`src/rtl/hbd_pkg.sv`:
```
package hbd_pkg;

   typedef enum logic [2:0] {
      ST_IDLE    = 3'd0,
      ST_REQ     = 3'd1,
      ST_OWN     = 3'd2,
      ST_STROBE  = 3'd3,
      ST_DROP_AS = 3'd4,
      ST_DROP_OW = 3'd5
   } arb_state_t;

   localparam int unsigned LANE_W = 8;

   function automatic logic odd_bit(input logic [LANE_W-1:0] b);
      return ~(^b);
   endfunction

endpackage

```
`src/rtl/hbd_sync.sv`:
```
module hbd_sync #(
   parameter int unsigned STAGES = 2,
   parameter int unsigned W      = 1,
   parameter logic [W-1:0] INIT  = '1
) (
   input  logic         clk,
   input  logic         rst_n,
   input  logic [W-1:0] async_in,
   output logic [W-1:0] sync_out
);
   if (STAGES < 2) begin : g_bad_depth
      $error("hbd_sync: STAGES must be at least 2");
   end

   logic [W-1:0] chain [STAGES];

   always_ff @(posedge clk or negedge rst_n) begin
      if (!rst_n) begin
         for (int i = 0; i < STAGES; i++) chain[i] <= INIT;
      end else begin
         chain[0] <= async_in;
         for (int i = 1; i < STAGES; i++) chain[i] <= chain[i-1];
      end
   end

   assign sync_out = chain[STAGES-1];
endmodule

```
`src/rtl/hbd_lane_parity.sv`:
```
module hbd_lane_parity
   import hbd_pkg::*;
#(
   parameter int unsigned LANES = 2,
   localparam int unsigned DW   = LANES * LANE_W
) (
   input  logic             clk,
   input  logic             rst_n,
   input  logic [DW-1:0]    out_data,
   output logic [LANES-1:0] out_par,
   input  logic [DW-1:0]    in_data,
   input  logic [LANES-1:0] in_par,
   input  logic             in_valid,
   input  logic             clear,
   output logic [LANES-1:0] err_flag
);
   if (LANES < 1) begin : g_bad_lanes
      $error("hbd_lane_parity: LANES must be at least 1");
   end

   for (genvar g = 0; g < LANES; g++) begin : g_lane
      logic lane_bad;
      assign out_par[g] = odd_bit(out_data[g*LANE_W +: LANE_W]);
      assign lane_bad   = ~(^{in_data[g*LANE_W +: LANE_W], in_par[g]});

      always_ff @(posedge clk or negedge rst_n) begin
         if (!rst_n)                   err_flag[g] <= 1'b0;
         else if (in_valid && lane_bad) err_flag[g] <= 1'b1;
         else if (clear)                err_flag[g] <= 1'b0;
      end
   end
endmodule

```
`src/rtl/hbd_dma_fsm.sv`:
```
module hbd_dma_fsm
   import hbd_pkg::*;
(
   input  logic clk,
   input  logic rst_n,
   input  logic start,
   input  logic write_dir,
   input  logic done,
   input  logic grant_s,
   input  logic dio_cycle,
   input  logic dio_write,
   output logic req_n,
   output logic own_n,
   output logic strobe_n,
   output logic dir
);
   arb_state_t state_q, state_d;
   logic       wr_q;
   logic       owning;

   always_comb begin
      state_d = state_q;
      unique case (state_q)
         ST_IDLE:    if (start)   state_d = ST_REQ;
         ST_REQ:     if (grant_s) state_d = ST_OWN;
         ST_OWN:                  state_d = ST_STROBE;
         ST_STROBE:  if (done)    state_d = ST_DROP_AS;
         ST_DROP_AS:              state_d = ST_DROP_OW;
         ST_DROP_OW:              state_d = ST_IDLE;
         default:                 state_d = ST_IDLE;
      endcase
   end

   always_ff @(posedge clk or negedge rst_n) begin
      if (!rst_n) begin
         state_q <= ST_IDLE;
         wr_q    <= 1'b1;
      end else begin
         state_q <= state_d;
         if (state_q == ST_IDLE && start) wr_q <= write_dir;
      end
   end

   assign owning   = (state_q == ST_OWN) || (state_q == ST_STROBE) || (state_q == ST_DROP_AS);
   assign req_n    = (state_q == ST_IDLE);
   assign own_n    = ~owning;
   assign strobe_n = (state_q != ST_STROBE);

   always_comb begin
      if (owning)         dir = wr_q;
      else if (dio_cycle) dir = ~dio_write;
      else                dir = 1'b1;
   end
endmodule

```
`src/rtl/hbd_irq_unit.sv`:
```
module hbd_irq_unit #(
   parameter int unsigned DW = 16,
   parameter int unsigned VW = 8
) (
   input  logic          clk,
   input  logic          rst_n,
   input  logic          raise,
   input  logic          ack_s,
   input  logic [VW-1:0] vector,
   input  logic [DW-1:0] data_in,
   output logic [DW-1:0] data_out,
   output logic          irq_n,
   output logic          vec_oe
);
   if (VW > DW) begin : g_bad_vw
      $error("hbd_irq_unit: vector wider than data bus");
   end

   logic pend_q;
   logic oe_q;

   always_ff @(posedge clk or negedge rst_n) begin
      if (!rst_n) begin
         pend_q <= 1'b0;
         oe_q   <= 1'b0;
      end else begin
         if (ack_s && pend_q) oe_q <= 1'b1;
         else if (!ack_s)     oe_q <= 1'b0;
         if (raise)                 pend_q <= 1'b1;
         else if (ack_s && pend_q)  pend_q <= 1'b0;
      end
   end

   assign irq_n    = ~pend_q;
   assign vec_oe   = oe_q;
   assign data_out = oe_q ? DW'(vector) : data_in;
endmodule

```
`src/rtl/hostbus_dma_ctrl.sv`:
```
module hostbus_dma_ctrl
   import hbd_pkg::*;
#(
   parameter int unsigned LANES       = 2,
   parameter int unsigned VW          = 8,
   parameter int unsigned SYNC_STAGES = 2,
   localparam int unsigned DW         = LANES * LANE_W
) (
   input  logic             clk,
   input  logic             rst_n,
   input  logic             dma_start,
   input  logic             dma_write,
   input  logic             dma_done,
   input  logic             dio_cycle,
   input  logic             dio_write,
   input  logic             bus_grant_n,
   output logic             bus_req_n,
   output logic             bus_own_n,
   output logic             addr_strobe_n,
   output logic             data_dir,
   input  logic [DW-1:0]    tx_data,
   output logic [DW-1:0]    bus_dout,
   output logic [LANES-1:0] tx_par,
   output logic             vec_oe,
   input  logic [DW-1:0]    rx_data,
   input  logic [LANES-1:0] rx_par,
   input  logic             rx_valid,
   input  logic             err_clear,
   output logic [LANES-1:0] par_err,
   input  logic             irq_raise,
   input  logic             iack_n,
   input  logic [VW-1:0]    irq_vector,
   output logic             irq_n
);
   logic [1:0] async_pair;
   logic [1:0] sync_pair;
   logic       grant_s;
   logic       ack_s;

   assign async_pair = {iack_n, bus_grant_n};

   hbd_sync #(.STAGES(SYNC_STAGES), .W(2), .INIT(2'b11)) u_sync (
      .clk      (clk),
      .rst_n    (rst_n),
      .async_in (async_pair),
      .sync_out (sync_pair)
   );

   assign grant_s = ~sync_pair[0];
   assign ack_s   = ~sync_pair[1];

   hbd_dma_fsm u_fsm (
      .clk       (clk),
      .rst_n     (rst_n),
      .start     (dma_start),
      .write_dir (dma_write),
      .done      (dma_done),
      .grant_s   (grant_s),
      .dio_cycle (dio_cycle),
      .dio_write (dio_write),
      .req_n     (bus_req_n),
      .own_n     (bus_own_n),
      .strobe_n  (addr_strobe_n),
      .dir       (data_dir)
   );

   hbd_irq_unit #(.DW(DW), .VW(VW)) u_irq (
      .clk      (clk),
      .rst_n    (rst_n),
      .raise    (irq_raise),
      .ack_s    (ack_s),
      .vector   (irq_vector),
      .data_in  (tx_data),
      .data_out (bus_dout),
      .irq_n    (irq_n),
      .vec_oe   (vec_oe)
   );

   hbd_lane_parity #(.LANES(LANES)) u_par (
      .clk      (clk),
      .rst_n    (rst_n),
      .out_data (bus_dout),
      .out_par  (tx_par),
      .in_data  (rx_data),
      .in_par   (rx_par),
      .in_valid (rx_valid),
      .clear    (err_clear),
      .err_flag (par_err)
   );
endmodule

```
`config.mk`:
```
export PLATFORM = sky130hd
export DESIGN_NAME = hostbus_dma_ctrl
export DESIGN_NICKNAME = d
export VERILOG_FILES = /design/src/rtl/hbd_pkg.sv /design/src/rtl/hbd_sync.sv /design/src/rtl/hbd_lane_parity.sv /design/src/rtl/hbd_dma_fsm.sv /design/src/rtl/hbd_irq_unit.sv /design/src/rtl/hostbus_dma_ctrl.sv
export SDC_FILE = /design/constraint.sdc
export NUM_CORES = 1
export LEC_CHECK = 0
export CAP_MARGIN = 0
export CORE_UTILIZATION = 32
export DETAILED_ROUTE_END_ITERATION = 16
export GPL_ROUTABILITY_DRIVEN = 1
export PLACE_DENSITY = 0.81
export SYNTH_ARGS = -nofsm -noshare
export SYNTH_HDL_FRONTEND = slang
export SYNTH_SLANG_ARGS = --single-unit
```
`constraint.sdc`:
```
create_clock -name clk -period 2.1 [get_ports clk]
set_input_delay 0.42 -clock clk [delete_from_list [all_inputs] [get_ports clk]]
set_output_delay 0.42 -clock clk [all_outputs]
set_load 0.03 [all_outputs]
```
==> summary.txt, run 1 <==
Drt
  – Routed WL per cell: 12.2 um
  – Starting DRT DRC Count: 7
  – First drt pass iteration count: 4
  – Via-per-instance ratio: approximately 4.7
  – Antenna-violating nets left: 0
  – DRC: 0
  – DR vias: slightly below 1000
  – Routed WL: 2530 um

Power and ir drop
  – Power density over the cells: ~760 nW/um^2
  – Internal power: roughly 0.84 mW
  – Net Sw Power: ~0.58 mW
  – Comb pwr share: 61.5%
  – Seq pwr share: between 20% and 30%
  – P_leak: just under 0.9 nW
  – Maximum VDD drop: 0.701 mV
  – Clock power frac: 12.8%
  – Sw frac: about two fifths

Global routing
  – Number of global-route vias before repair: 972
  – Gr ovfl total: 0
  – Largest net degree at the start of global routing: 13
  – Initial antenna violation count: 0
  – All-Layer GR Usage: between 10% and 20%
  – First-pass GRT wire length: ~3800 um

Worst setup path
  – Critical Path End Type: output pin
  – Critical path required time: between 1.5 and 2 ns
  – Crit Path Max Fanout: 3
  – Crit start category: register
  – Max stage delay on crit path: roughly 0.39 ns
  – Critical path's top delay family: XOR/XNOR gates
  – Worst Path Arrival: ~1.9 ns
  – Crit path buffers/inverters: 2
  – Worst Setup Path Type: register to output pin
  – CP max-delay cell: dfrtp_2
  – Cells along the critical path: buf_4 > mux2_2 > xor2_2 > xnor3_2 > buf_6

Placement
  – GP Congestion: around 0.74
  – Pre-CTS WS: -0.684 ns
  – Port Buffers: slightly below 80
  – Placed cell count: 199
  – Post-DP HPWL: approximately 2000 um

Timing
  – Final WS setup: -0.202 ns
  – Fin. Hold Viols: 0
  – RSZ-0062 raised after global routing: yes
  – Setup-failing EPs final: 1
  – Clock skew: 0.00243 ns
  – Least-Margin Pin Slew: around 0.50 ns
  – Max-slew violations: 0
  – Final critical-path share of the clock period: 110%
  – Min Tclk post-route: roughly 2.3 ns
  – Fmax achieved: 0.434 GHz
  – Setup TNS Final: -0.202 ns
  – Slew HR: between 60% and 70%

Clock network
  – Clk sinks: 12
  – CTS tree: built
  – Worst-skew pair later-pin latency: approximately 0.27 ns
  – Worst-path clk slew: around 0.070 ns
  – H-tree levels: 1
  – Post-CTS Hold Buffers: 0
  – Root Driver: clkbuf_4
  – Max clock buf depth: 2
  – TritonCTS Buffers: 3

Logic synthesis
  – Part of the Yosys area used for sequential elements: 32.6%
  – Mean Syn Cell Area: between 10 and 15 sq um
  – Synth Area in XOR/XNOR: 32.2%
  – Area share of and/or/nand/nor cells after synthesis: 12.1%
  – Synth Area in Compound Gates: 5.98%
  – Post-synthesis mux area share: 14.4%
  – Post-Syn Area: 941 sq um
  – Mapped Cells: 88
  – Largest family of logic cells by synthesized area: XOR/XNOR gates
  – Synth cell types: 22
  – Post-synthesis adder-cell area fraction: 0%
  – Warnings, synthesis: 0
  – #FFs+latches synth: 12
  – Syn nets: approximately 140

Min path
  – Type of the most critical hold path: register to register

Floorplan
  – FP Rows: 19
  – Die Y: 56.2 um
  – Initial Util: about a third
  – Die Span X: around 56 um
  – Core footprint: ~2800 sq um
  – Area of the die: 3160 sq um
  – I/O pin cnt: 80

Layout
  – Layout area overhead: 98.3%
  – Fin cells: 207
  – Ratio of cells with drive above 1 in the final layout: approximately 28%
  – Diode count: 0
  – Final net count: 231

Status
  – Status: complete, but fails checks
  – Violated checks: setup timing

Job
  – Max-cap violations: 0
-- cell type report --
type | instances | area [sq um]
multi-input cells | 71 | 631
well taps | 31 | 38.8
fillers | 221 | 916
repair buffers | 86 | 841
clock buffers | 4 | 36.3
inverters | 3 | 11.3
flip-flops and latches | 12 | 308
-- placed cells by master (no fill, tap or decap), types with 5 or more instances in the layout --
cell type	n
xnor2_1	16
dlymetal6s2s_1	9
nor2_1	5
xor2_1	8
buf_4	22
dfstp_2	5
clkdlybuf4s50_1	49
mux2_2	7
dfrtp_1	6
nor2b_1	9
-- registers in the layout, summed over array words and instances (netlist names) --
name and count:
u_fsm.state_q 3, u_par.err_flag 2, u_sync.chain 2, u_irq.pend_q 1, u_irq.vec_oe 1, u_sync.sync_out 2, u_fsm.wr_q 1
-- power groups by stage --
stage / sequential [mW] / combinational (mW) / clock (mW)
6_report: 0.366 / 0.874 / 0.181
5_1_grt: 0.374 / 0.931 / 0.208
4_1_cts: 0.363 / 0.868 / 0.189
3_5_place_dp: 0.368 / 0.873 / 0
3_3_place_gp: 0.364 / 0.858 / 0
2_1_floorplan: 0.384 / 0.503 / 0
-- synth_stat cells (all sizes together) --
cell	number	area [sq um]
clkbuf	1	3.75
mux2i	3	30.0
nor3	3	15.0
dfrtp	7	175
inv	3	11.3
nor2b	10	62.6
a31oi	1	6.26
xnor3	3	67.6
nand2b	1	6.26
a21oi	3	15.0
xnor2	17	149
a32o	1	10.0
xor2	9	86.3
buf	1	11.3
mux2	9	105
dfstp	5	131
a21o	1	7.51
nor2	5	18.8
a22o	2	17.5
nand2	3	11.3
-- through the flow --
step / area [sq um] / hold WS [ns] / power [mW] / utilization [%]
after floorplan: 947 / 0.124 / 0.887 / -
after global placement: 1750 / 0.346 / 1.22 / 63.1
after detailed placement: 1750 / 0.348 / 1.24 / 63.1
after CTS: 1810 / 0.359 / 1.42 / 65.2
after global routing: 1870 / 0.361 / 1.51 / 67.1
final: 1870 / 0.358 / 1.42 / 67.1
-- cell families (layout without fill, tap and decap cells) --
logic type | count (synthesis) | in the layout
xor+xnor | 29 | 29
simple gates | 22 | 22
mux | 12 | 12
flops | 12 | 12
compound gates | 8 | 8
buf+inv | 5 | 93
-- metal layers --
| layer | global-route usage [%] | share of wire [%] | routed length (um) |
|---|---|---|---|
| met5 | 0 | 0 | 0 |
| met2 | 31.3 | 56 | 1420 |
| met3 | 6.05 | 9.4 | 239 |
| met4 | 4.53 | 0.71 | 18 |
| met1 | 14.1 | 34 | 853 |
-- path summary, 6_finish.rpt --
check | start | to | slack (ns) | cells after the start
hold reg to reg | u_sync.chain[2] | u_sync.sync_out[0] | 0.36 | 0
hold / removal | u_sync.chain[2] | u_sync.sync_out[0] | 0.36 | 0
setup / recovery | u_irq.vec_oe | tx_par[0] | -0.20 | 5
max in group asynchronous | rst_n | u_irq.vec_oe | 1.26 | 1
min in group asynchronous | rst_n | u_fsm.state_q[1] | 0.48 | 1
setup reg to reg | u_fsm.state_q[2] | u_fsm.wr_q | 0.93 | 3
-- what timing repair did --
| action | CTS | global route |
|---|---|---|
| pin swaps | 2 | 6 |
| endpoints found under the setup margin | 4 | 3 |
| cloned | 0 | 0 |
| buffers inserted | 3 | 1 |
| resized for setup | 11 | 14 |
Power figures use the tool's default switching activity.
==> inputs of run 2 (changes only) <==
CORE_ASPECT_RATIO = 1.5   (was default)
==> summary.txt, run 2 (same netlist as run 1, synthesis figures left out) <==
Clock network
  – Clk sinks: 12
  – Max clock buf depth: 2
  – Post-CTS Hold Buffers: 0
  – CTS tree: built
  – Worst-path clk slew: ~0.05 ns
  – Worst-skew pair later-pin latency: 0.24 ns
  – Root Driver: clkbuf_8
  – H-tree levels: 1
  – TritonCTS Buffers: 3

Worst setup path
  – Worst Path Arrival: 1.81 ns
  – Crit path buffers/inverters: 2
  – Critical path required time: between 1.5 and 2 ns
  – Crit start category: register
  – Critical Path End Type: output pin
  – Cells along the critical path: buf_12 > mux2i_2 > xnor2_1 > xnor3_2 > buf_6
  – Critical path's top delay family: XOR/XNOR gates
  – Crit Path Max Fanout: 5
  – Worst reg2reg path depth: 3
  – WP depth: 5
  – CP max-delay cell: dfrtp_2
  – Max stage delay on crit path: roughly 0.46 ns
  – Worst Setup Path Type: register to output pin

Power and ir drop
  – P_leak: 0.919 nW
  – Maximum VDD drop: between 0.8 and 0.9 mV
  – Power density over the cells: 792 nW/um^2

Layout
  – Post-layout instance area: 1890 sq um
  – Max FFs per register: 3
  – Final net count: 228
  – Ratio of cells with drive above 1 in the final layout: around 28%
  – Most frequent cells in the layout: clkdlybuf4s50_1, buf_4, xnor2_1
  – Largest Register: u_fsm.state_q
  – Diode count: 0
  – Layout area overhead: 100%
  – Most common cell after layout, fill and taps aside: clkdlybuf4s50_1

Global routing
  – All-Layer GR Usage: roughly 17%
  – First-pass GRT wire length: roughly 3700 um
  – Gr ovfl total: 0
  – Initial antenna violation count: 0
  – Largest net degree at the start of global routing: 13
  – Number of global-route vias before repair: approximately 940

Floorplan
  – I/O pin cnt: 80
  – FP Rows: 23
  – Die Span X: between 40 and 50 um
  – Core footprint: roughly 2700 sq um
  – Initial Util: 34.4%
  – Area of the die: around 3200 sq um
  – Die Y: just under 70 um

Timing
  – Fmax achieved: 0.448 GHz
  – Max-slew violations: 0
  – Fin. Hold Viols: 0
  – Final WS setup: -0.132 ns
  – Slew HR: 65.5%
  – RSZ-0062 raised after global routing: yes
  – Final critical-path share of the clock period: 106%
  – Clock skew: about 0.00068 ns
  – Hold Slack: between 0.3 and 0.4 ns
  – Setup-failing EPs final: 1
  – Min Tclk post-route: between 2 and 2.5 ns
  – Least-Margin Pin Slew: between 0.5 and 0.6 ns

Job
  – Max-cap violations: 0

Drt
  – DR vias: about 950
  – Routed WL: around 2600 um
  – Routed WL per cell: about 13 um
  – Via-per-instance ratio: roughly 4.5
  – First drt pass iteration count: 2
  – DRC: 0
  – Starting DRT DRC Count: 11
  – Antenna-violating nets left: 0

Placement
  – Port Buffers: between 70 and 80
  – DP Area: around 1800 sq um
  – Post-DP HPWL: approximately 2200 um
  – GP Congestion: between 0.6 and 0.7

Status
  – Violated checks: setup timing
  – Status: complete, but fails checks

Min path
  – Type of the most critical hold path: register to register
  – Cells on Worst Hold Path: 0
-- run 2: layout make-up --
| type | count | area, sq um |
|---|---|---|
| clock buffers | 4 | 55.1 |
| well taps | 37 | 46.3 |
| inverters | 3 | 11.3 |
| fillers | 213 | 848 |
| multi-input cells | 71 | 653 |
| repair buffers | 83 | 812 |
| flip-flops and latches | 12 | 308 |
-- run 2: final timing paths --
check,slack [ns],end,start
worst max-delay path,-0.13,tx_par[0],u_irq.vec_oe
worst min-delay path,0.35,u_sync.sync_out[0],u_sync.chain[2]
worst max register to register,0.94,u_fsm.wr_q,u_fsm.state_q[2]
worst min register to register,0.35,u_sync.sync_out[0],u_sync.chain[2]
max in group asynchronous,1.20,u_irq.vec_oe,rst_n
min in group asynchronous,0.52,u_fsm.state_q[2],rst_n
-- run 2: routing by layer --
metal | vias to the layer above | share of wire (%) | global-route usage (%) | wire, um
li1 | 461 | - | - | -
met1 | 423 | 31 | 14.3 | 820
met2 | 65 | 55 | 32.4 | 1440
met3 | 4 | 14 | 7.12 | 355
met4 | 0 | 0.53 | 5.51 | 14
met5 | - | 0 | 0 | 0
-- run 2: report_power, final --
group | leakage (nW) | switching, mW | internal (mW)
combinational | 0.754 | 0.443 | 0.436
sequential | 0.136 | 0.0676 | 0.300
clock | 0.0288 | 0.0819 | 0.165
total | 0.919 | 0.593 | 0.902
-- run 2: metrics by stage --
step / power, mW / utilization, % / setup WS [ns] / std cells / setup TNS (ns)
final: 1.49 / 69.0 / -0.132 / 210 / -0.132
after global routing: 1.59 / 69.0 / -0.172 / 210 / -0.195
after global placement: 1.22 / 64.4 / -0.663 / 205 / -0.673
after CTS: 1.49 / 66.5 / -0.143 / 209 / -0.143
after detailed placement: 1.25 / 64.4 / -0.722 / 205 / -0.744
after floorplan: 0.887 / - / 0.0651 / 88 / 0
-- run 2: repair_timing --
item	in CTS	in global routing
gates resized for setup	19	17
buffers inserted	0	1
endpoints found under the setup margin	4	3
pin swaps	4	8
-- run 2: worst register-to-register path, cell delays in order (launching register included) --
cell and delay (ns):
dfrtp_1 0.46, nor3_1 0.27, nand2_1 0.09, mux2_2 0.27
==> inputs of run 3 (changes only) <==
CTS_CLUSTER_DIAMETER = 150   (was default)
==> results of run 3 <==
No change in the layout: final DEF, timing and power equal those of run 2.
